--- config.mk ---
export PLATFORM = sky130hd
export DESIGN_NAME = sp_irq_shield
export DESIGN_NICKNAME = d
export VERILOG_FILES = /design/src/rtl/sp_shield_pkg.sv /design/src/rtl/sp_byte_regs.sv /design/src/rtl/sp_shield_fsm.sv /design/src/rtl/sp_irq_shield.sv
export SDC_FILE = /design/constraint.sdc
export NUM_CORES = 1
export LEC_CHECK = 0
export CAP_MARGIN = 20
export CORE_UTILIZATION = 30
export DETAILED_ROUTE_END_ITERATION = 10
export DONT_BUFFER_PORTS = 1
export SLEW_MARGIN = 20
export SYNTH_ARGS = -nofsm -noshare
export SYNTH_HDL_FRONTEND = slang
export SYNTH_SLANG_ARGS = --single-unit
export TNS_END_PERCENT = 100
--- constraint.sdc ---
create_clock -name clk -period 3.45 [get_ports clk]
set_input_delay 0.1725 -clock clk [delete_from_list [all_inputs] [get_ports clk]]
set_output_delay 0.1725 -clock clk [all_outputs]
set_load 0.01 [all_outputs]
--- src/rtl/sp_shield_pkg.sv ---
package sp_shield_pkg;
    typedef enum logic {
        ST_OPEN   = 1'b0,
        ST_SHIELD = 1'b1
    } shield_state_t;
endpackage

--- src/rtl/sp_byte_regs.sv ---
module sp_byte_regs #(
    parameter int ADDR_W  = 6,
    parameter int BYTE_W  = 8,
    parameter int LO_ADDR = 'h3D,
    parameter int HI_ADDR = 'h3E
) (
    input  logic                clk,
    input  logic                rst_n,
    input  logic                io_we,
    input  logic [ADDR_W-1:0]   io_addr,
    input  logic [BYTE_W-1:0]   io_wdata,
    output logic [2*BYTE_W-1:0] sp_value
);
    localparam int SP_W = 2 * BYTE_W;

    logic [BYTE_W-1:0] lo_q, hi_q;
    logic              lo_hit, hi_hit;

    assign lo_hit   = io_we && (io_addr == ADDR_W'(LO_ADDR));
    assign hi_hit   = io_we && (io_addr == ADDR_W'(HI_ADDR));
    assign sp_value = {hi_q, lo_q};

    always_ff @(posedge clk) begin
        if (!rst_n) begin
            lo_q <= '0;
            hi_q <= '0;
        end else begin
            if (lo_hit) lo_q <= io_wdata;
            if (hi_hit) hi_q <= io_wdata;
        end
    end

    // a low-byte write lands in the low byte and leaves the high byte alone.
    a_r1_lo_load: assert property (@(posedge clk) disable iff (!rst_n)
        lo_hit |=> (sp_value[BYTE_W-1:0] == $past(io_wdata))
                && (sp_value[SP_W-1:BYTE_W] == $past(sp_value[SP_W-1:BYTE_W])));

    // a high-byte write lands in the high byte and leaves the low byte alone.
    a_r1_hi_load: assert property (@(posedge clk) disable iff (!rst_n)
        hi_hit |=> (sp_value[SP_W-1:BYTE_W] == $past(io_wdata))
                && (sp_value[BYTE_W-1:0] == $past(sp_value[BYTE_W-1:0])));

    // without a write to either byte address, the pointer holds its value.
    a_r2_hold: assert property (@(posedge clk) disable iff (!rst_n)
        !(lo_hit || hi_hit) |=> $stable(sp_value));
endmodule

--- src/rtl/sp_shield_fsm.sv ---
module sp_shield_fsm
    import sp_shield_pkg::*;
#(
    parameter int ADDR_W      = 6,
    parameter int LO_ADDR     = 'h3D,
    parameter int MASK_CYCLES = 4
) (
    input  logic              clk,
    input  logic              rst_n,
    input  logic              io_we,
    input  logic [ADDR_W-1:0] io_addr,
    output logic              shield
);
    localparam int CNT_W = $clog2(MASK_CYCLES + 1);

    shield_state_t state_q, state_d;
    logic [CNT_W-1:0] cnt_q, cnt_d;
    logic             lo_wr, other_wr;

    assign lo_wr    = io_we && (io_addr == ADDR_W'(LO_ADDR));
    assign other_wr = io_we && !lo_wr;

    // State register.
    always_ff @(posedge clk) begin
        if (!rst_n) begin
            state_q <= ST_OPEN;
            cnt_q   <= '0;
        end else begin
            state_q <= state_d;
            cnt_q   <= cnt_d;
        end
    end

    // Next-state logic.
    always_comb begin
        state_d = state_q;
        cnt_d   = cnt_q;
        unique case (state_q)
            ST_OPEN: begin
                if (lo_wr) begin                    // T_ARM
                    state_d = ST_SHIELD;
                    cnt_d   = CNT_W'(MASK_CYCLES - 1);
                end
            end
            ST_SHIELD: begin
                if (lo_wr) begin                    // T_REARM
                    cnt_d = CNT_W'(MASK_CYCLES - 1);
                end else if (other_wr) begin        // T_CUT
                    state_d = ST_OPEN;
                    cnt_d   = '0;
                end else if (cnt_q == '0) begin     // T_EXPIRE
                    state_d = ST_OPEN;
                end else begin                      // T_TICK
                    cnt_d = cnt_q - 1'b1;
                end
            end
            default: begin
                state_d = ST_OPEN;
                cnt_d   = '0;
            end
        endcase
    end

    // Output logic.
    always_comb begin
        shield = (state_q == ST_SHIELD);
    end

    // a low-byte write opens the shield on the next cycle.
    a_r3_lo_opens: assert property (@(posedge clk) disable iff (!rst_n)
        lo_wr |=> shield);

    // any other write while shielded closes the shield.
    a_r4_write_cuts: assert property (@(posedge clk) disable iff (!rst_n)
        (shield && other_wr) |=> !shield);

    // a write that is not to the low byte never opens a shield.
    a_r6_hi_no_open: assert property (@(posedge clk) disable iff (!rst_n)
        (!shield && other_wr) |=> !shield);

    // a re-arm reloads the full count.
    a_r5_rearm_full: assert property (@(posedge clk) disable iff (!rst_n)
        (shield && lo_wr) |=> (cnt_q == CNT_W'(MASK_CYCLES - 1)));
endmodule

--- src/rtl/sp_irq_shield.sv ---
module sp_irq_shield #(
    parameter int ADDR_W      = 6,
    parameter int BYTE_W      = 8,
    parameter int LO_ADDR     = 'h3D,
    parameter int HI_ADDR     = 'h3E,
    parameter int MASK_CYCLES = 4
) (
    input  logic                clk,
    input  logic                rst_n,
    input  logic                io_we,
    input  logic [ADDR_W-1:0]   io_addr,
    input  logic [BYTE_W-1:0]   io_wdata,
    input  logic                irq_in,
    output logic [2*BYTE_W-1:0] sp_value,
    output logic                irq_out
);
    logic shield;

    sp_byte_regs #(
        .ADDR_W  (ADDR_W),
        .BYTE_W  (BYTE_W),
        .LO_ADDR (LO_ADDR),
        .HI_ADDR (HI_ADDR)
    ) regs_i (
        .clk      (clk),
        .rst_n    (rst_n),
        .io_we    (io_we),
        .io_addr  (io_addr),
        .io_wdata (io_wdata),
        .sp_value (sp_value)
    );

    sp_shield_fsm #(
        .ADDR_W      (ADDR_W),
        .LO_ADDR     (LO_ADDR),
        .MASK_CYCLES (MASK_CYCLES)
    ) fsm_i (
        .clk     (clk),
        .rst_n   (rst_n),
        .io_we   (io_we),
        .io_addr (io_addr),
        .shield  (shield)
    );

    assign irq_out = irq_in && !shield;

    // while shielded the core sees no request; otherwise it sees the input.
    a_r7_blocked: assert property (@(posedge clk) disable iff (!rst_n)
        shield |-> !irq_out);
    a_r7_pass: assert property (@(posedge clk) disable iff (!rst_n)
        !shield |-> (irq_out == irq_in));
endmodule

==> run summary <==
The run finished with clean final reports. The finished layout holds approximately 120 standard cells, fillers aside. Entering global routing, the biggest net connects 19 pins. The top flip-flop cell by instance count after synthesis is dfxtp_1. The placement-stage worst setup slack is around 1.8 ns.

Synthesis produced a netlist with a net count of 101. Yosys printed 0 warnings. Across the VDD grid, the largest voltage drop is 224 uV.

The sequential cells in the finished layout cover a total of between 400 and 500 sq um. The die is about 55 um wide. At the pin with the least slew margin, the transition time is roughly 0.76 ns. The die area is 3080 sq um. After detailed routing, the number of vias per cell comes to just under 5. The clock latency on the worst-skew pair came out at around 0.30 ns. The count of H-tree levels built during CTS came out at 1. Clock tree synthesis inserted a total of 3 buffers. The count of nets left with antenna violations once routing finished came out at 0. The number of instances resized during post-cts repair is 0. The floorplan step set the die height to 55.5 um. The final count of pins violating max slew is 0. The final cycle utilization of the critical path is a little under three fifths. The routed layout has between 500 and 600 vias. The first global-routing pass estimated ~2.5 mm of wire.

The least setup slack across all paths after layout came out at between 1 and 1.5 ns. The count of inserted antenna diode cells came out at 0. The kind of end point of the critical path is a flip-flop. The most frequent cell after synthesis is dfxtp_1.

The all-layer global routing usage is between 10% and 20%. The total negative slack for setup checks is 0 ns. The synthesis-to-layout area growth is 12.5%. Summing all placed instances gives a cell area of 873 sq um. The clock-pin slew reported for the worst setup and hold paths after clock tree synthesis is 0.13 ns. The detailed router finished its first iteration with 9 violations.

By area the synthesized netlist is led by dfxtp_1 47%, mux2i_1 19%, nor2b_1 12%, ha_1 2.9%, a21boi_0 2.6%. dfxtp_1 takes more of the synthesized area than any other cell. The count of input and output buffers is 0. The fmax came out at 506 MHz. The worst path arrival time is roughly 2.2 ns. The maximum number of buffers from clock root to sink is 2. The number of antenna violations at the first check in global routing is 0. The final design area excluding fillers came out at about 970 sq um. The total leakage power came out at ~0.00038 uW. The clock skew came out at 0.000405 ns.

The number of iterations in the first detailed-routing pass came out at 6. The overall routed net length is about 1.6 mm. The area taken by multi-input logic gates is 412 sq um. Cells with a size suffix above 1 make up between 8 and 9% of the layout. The final-report hold violation count came to 0. Cells fill 35.3% of the core in the end.

The congestion estimate from routability-driven global placement came to around 0.6. The number of sinks on the clock net came out at 20. Setup repair after global routing left no endpoint under its margin. The total power per unit cell area is ~460 nW/um^2. In the synthesized netlist the async set-or-reset flop fraction comes to 0%. A synthesized cell averages ~11 sq um.

The cell count after synthesis came out at 81. The number of flops mapped to enable cells by yosys came out at 0. Headroom to the max-slew limit came out at about half.

The maximum fanout count along the critical path came out at 4. The flip-flop and latch count after synthesis came out at 20. In the synthesized netlist, the cells that appear most often are 20 x dfxtp_1, 17 x nor2b_1, 16 x mux2i_1.

The count of filler cells inserted in the layout came out at 272. The worst setup path is of the flip-flop to flip-flop kind. The max-cap violation count came out at 0. Row generation in the floorplan step produced 19 rows. The number of global-route vias before repair came out at approximately 580.

The count of buffers added by post-CTS timing repair for setup is 0. The residual DRC count came out at 0. The minimum period implied by the final worst setup slack is roughly 2.0 ns. The total global routing overflow came out at 0. The final routed wire length divided by cell count came out at approximately 14 um. The netlist area before placement came out at approximately 860 sq um. The tree is rooted in a clkbuf_4. In the final design database the tool counted between 100 and 150 nets. The initial core utilization came out at between 30% and 40%. The core region area is roughly 2700 sq um. The worst setup path is launched from a flip-flop. The worst endpoint required time is 3.71 ns. The number of primary I/O pins came out at 35. The count of cell types in the netlist came out at 20. The worst hold path belongs to the class primary input to flip-flop. The sequential element share of the synthesized area came out at between 40% and 50%. TritonCTS built the clock tree.

The number of setup violations in the final report came out at 0. The share of the synthesized area in the top cell type is approximately 47%. In this run, placement finished with an instance count of about 110.
[final timing paths]
kind	startpoint	to	slack [ns]	cells after the start
setup / recovery	fsm_i.cnt_q[0]	fsm_i.cnt_q[2]	1.47	8
hold / removal	io_wdata[3]	regs_i.lo_q[3]	0.03	2
setup reg to reg	fsm_i.cnt_q[0]	fsm_i.cnt_q[2]	1.47	8
hold reg to reg	fsm_i.cnt_q[1]	fsm_i.cnt_q[1]	0.56	2
[layout by cell type, fill, tap and decap left out]
cell            n
a21boi_0        3
a21oi_1         1
bufinv_16       1
clkbuf_4        3
dfxtp_1        20
dlygate4sd3_1   4
ha_1            2
inv_1           6
mux2i_1        16
nand2_1         2
nand2b_1        1
nand3_2         1
nand4_1         1
nor2_1          1
nor2b_1        17
nor4_4          1
o21ai_0         2
o41ai_1         1
or3b_2          1
or4b_1          1
[per-stage QoR]
stage | total power, uW | hold WS [ns]
CTS | 447 | 0.00173
global route | 459 | 0.0183
finish | 440 | 0.0258
detailed placement | 248 | 0.279
global placement | 248 | 0.282
floorplan | 249 | 0.274
[worst max-delay path, stage by stage, from the launching register on]
cell and delay (ns):
dfxtp_1 0.33, inv_1 0.08, ha_1 0.18, ha_1 0.18, inv_1 0.04, o21ai_0 0.31, nand4_1 0.14, o41ai_1 0.09
dlygate4sd3_1 0.59
[cell families after synthesis]
family,count (synthesis),share of synthesized area [%]
simple gates,26,21.0
flops,20,46.6
mux,16,18.7
buf+inv,10,5.39
compound gates,7,5.39
fa+ha+maj,2,2.91
[final cells by class]
class	instances	area share, %
Multi-Input combinational cell	51	42.6
Sequential cell	20	41.5
Timing Repair Buffer	4	4.15
Tap cell	31	4.02
Clock inverter	1	3.11
Clock buffer	3	2.33
Inverter	6	2.33
[state kept, by name, indices dropped and copies added, names as in the netlist]
register / count
fsm_i.cnt_q: 3
regs_i.hi_q: 8
fsm_i.shield: 1
regs_i.lo_q: 8
[timing repair]
action,in CTS,in global routing
hold buffers,3,1
hold endpoints to repair,19,1
setup endpoints to repair,0,0
[metal layers]
layer | global-route usage, % | part of all wire (%)
met5 | 0 | 0
met3 | 3.51 | 7.0
met1 | 11.7 | 44
met2 | 18.4 | 48
met4 | 5.36 | 1.3
[where the power goes]
| part | internal [uW] | total [uW] | leakage (uW) | switching [uW] |
|---|---|---|---|---|
| clock | 117 | 192 | 0.0000279 | 74.7 |
| sequential | 232 | 233 | 0.000161 | 0.962 |
| combinational | 8.41 | 15.0 | 0.000195 | 6.56 |
Note: power is estimated with default switching activity, not from simulation.
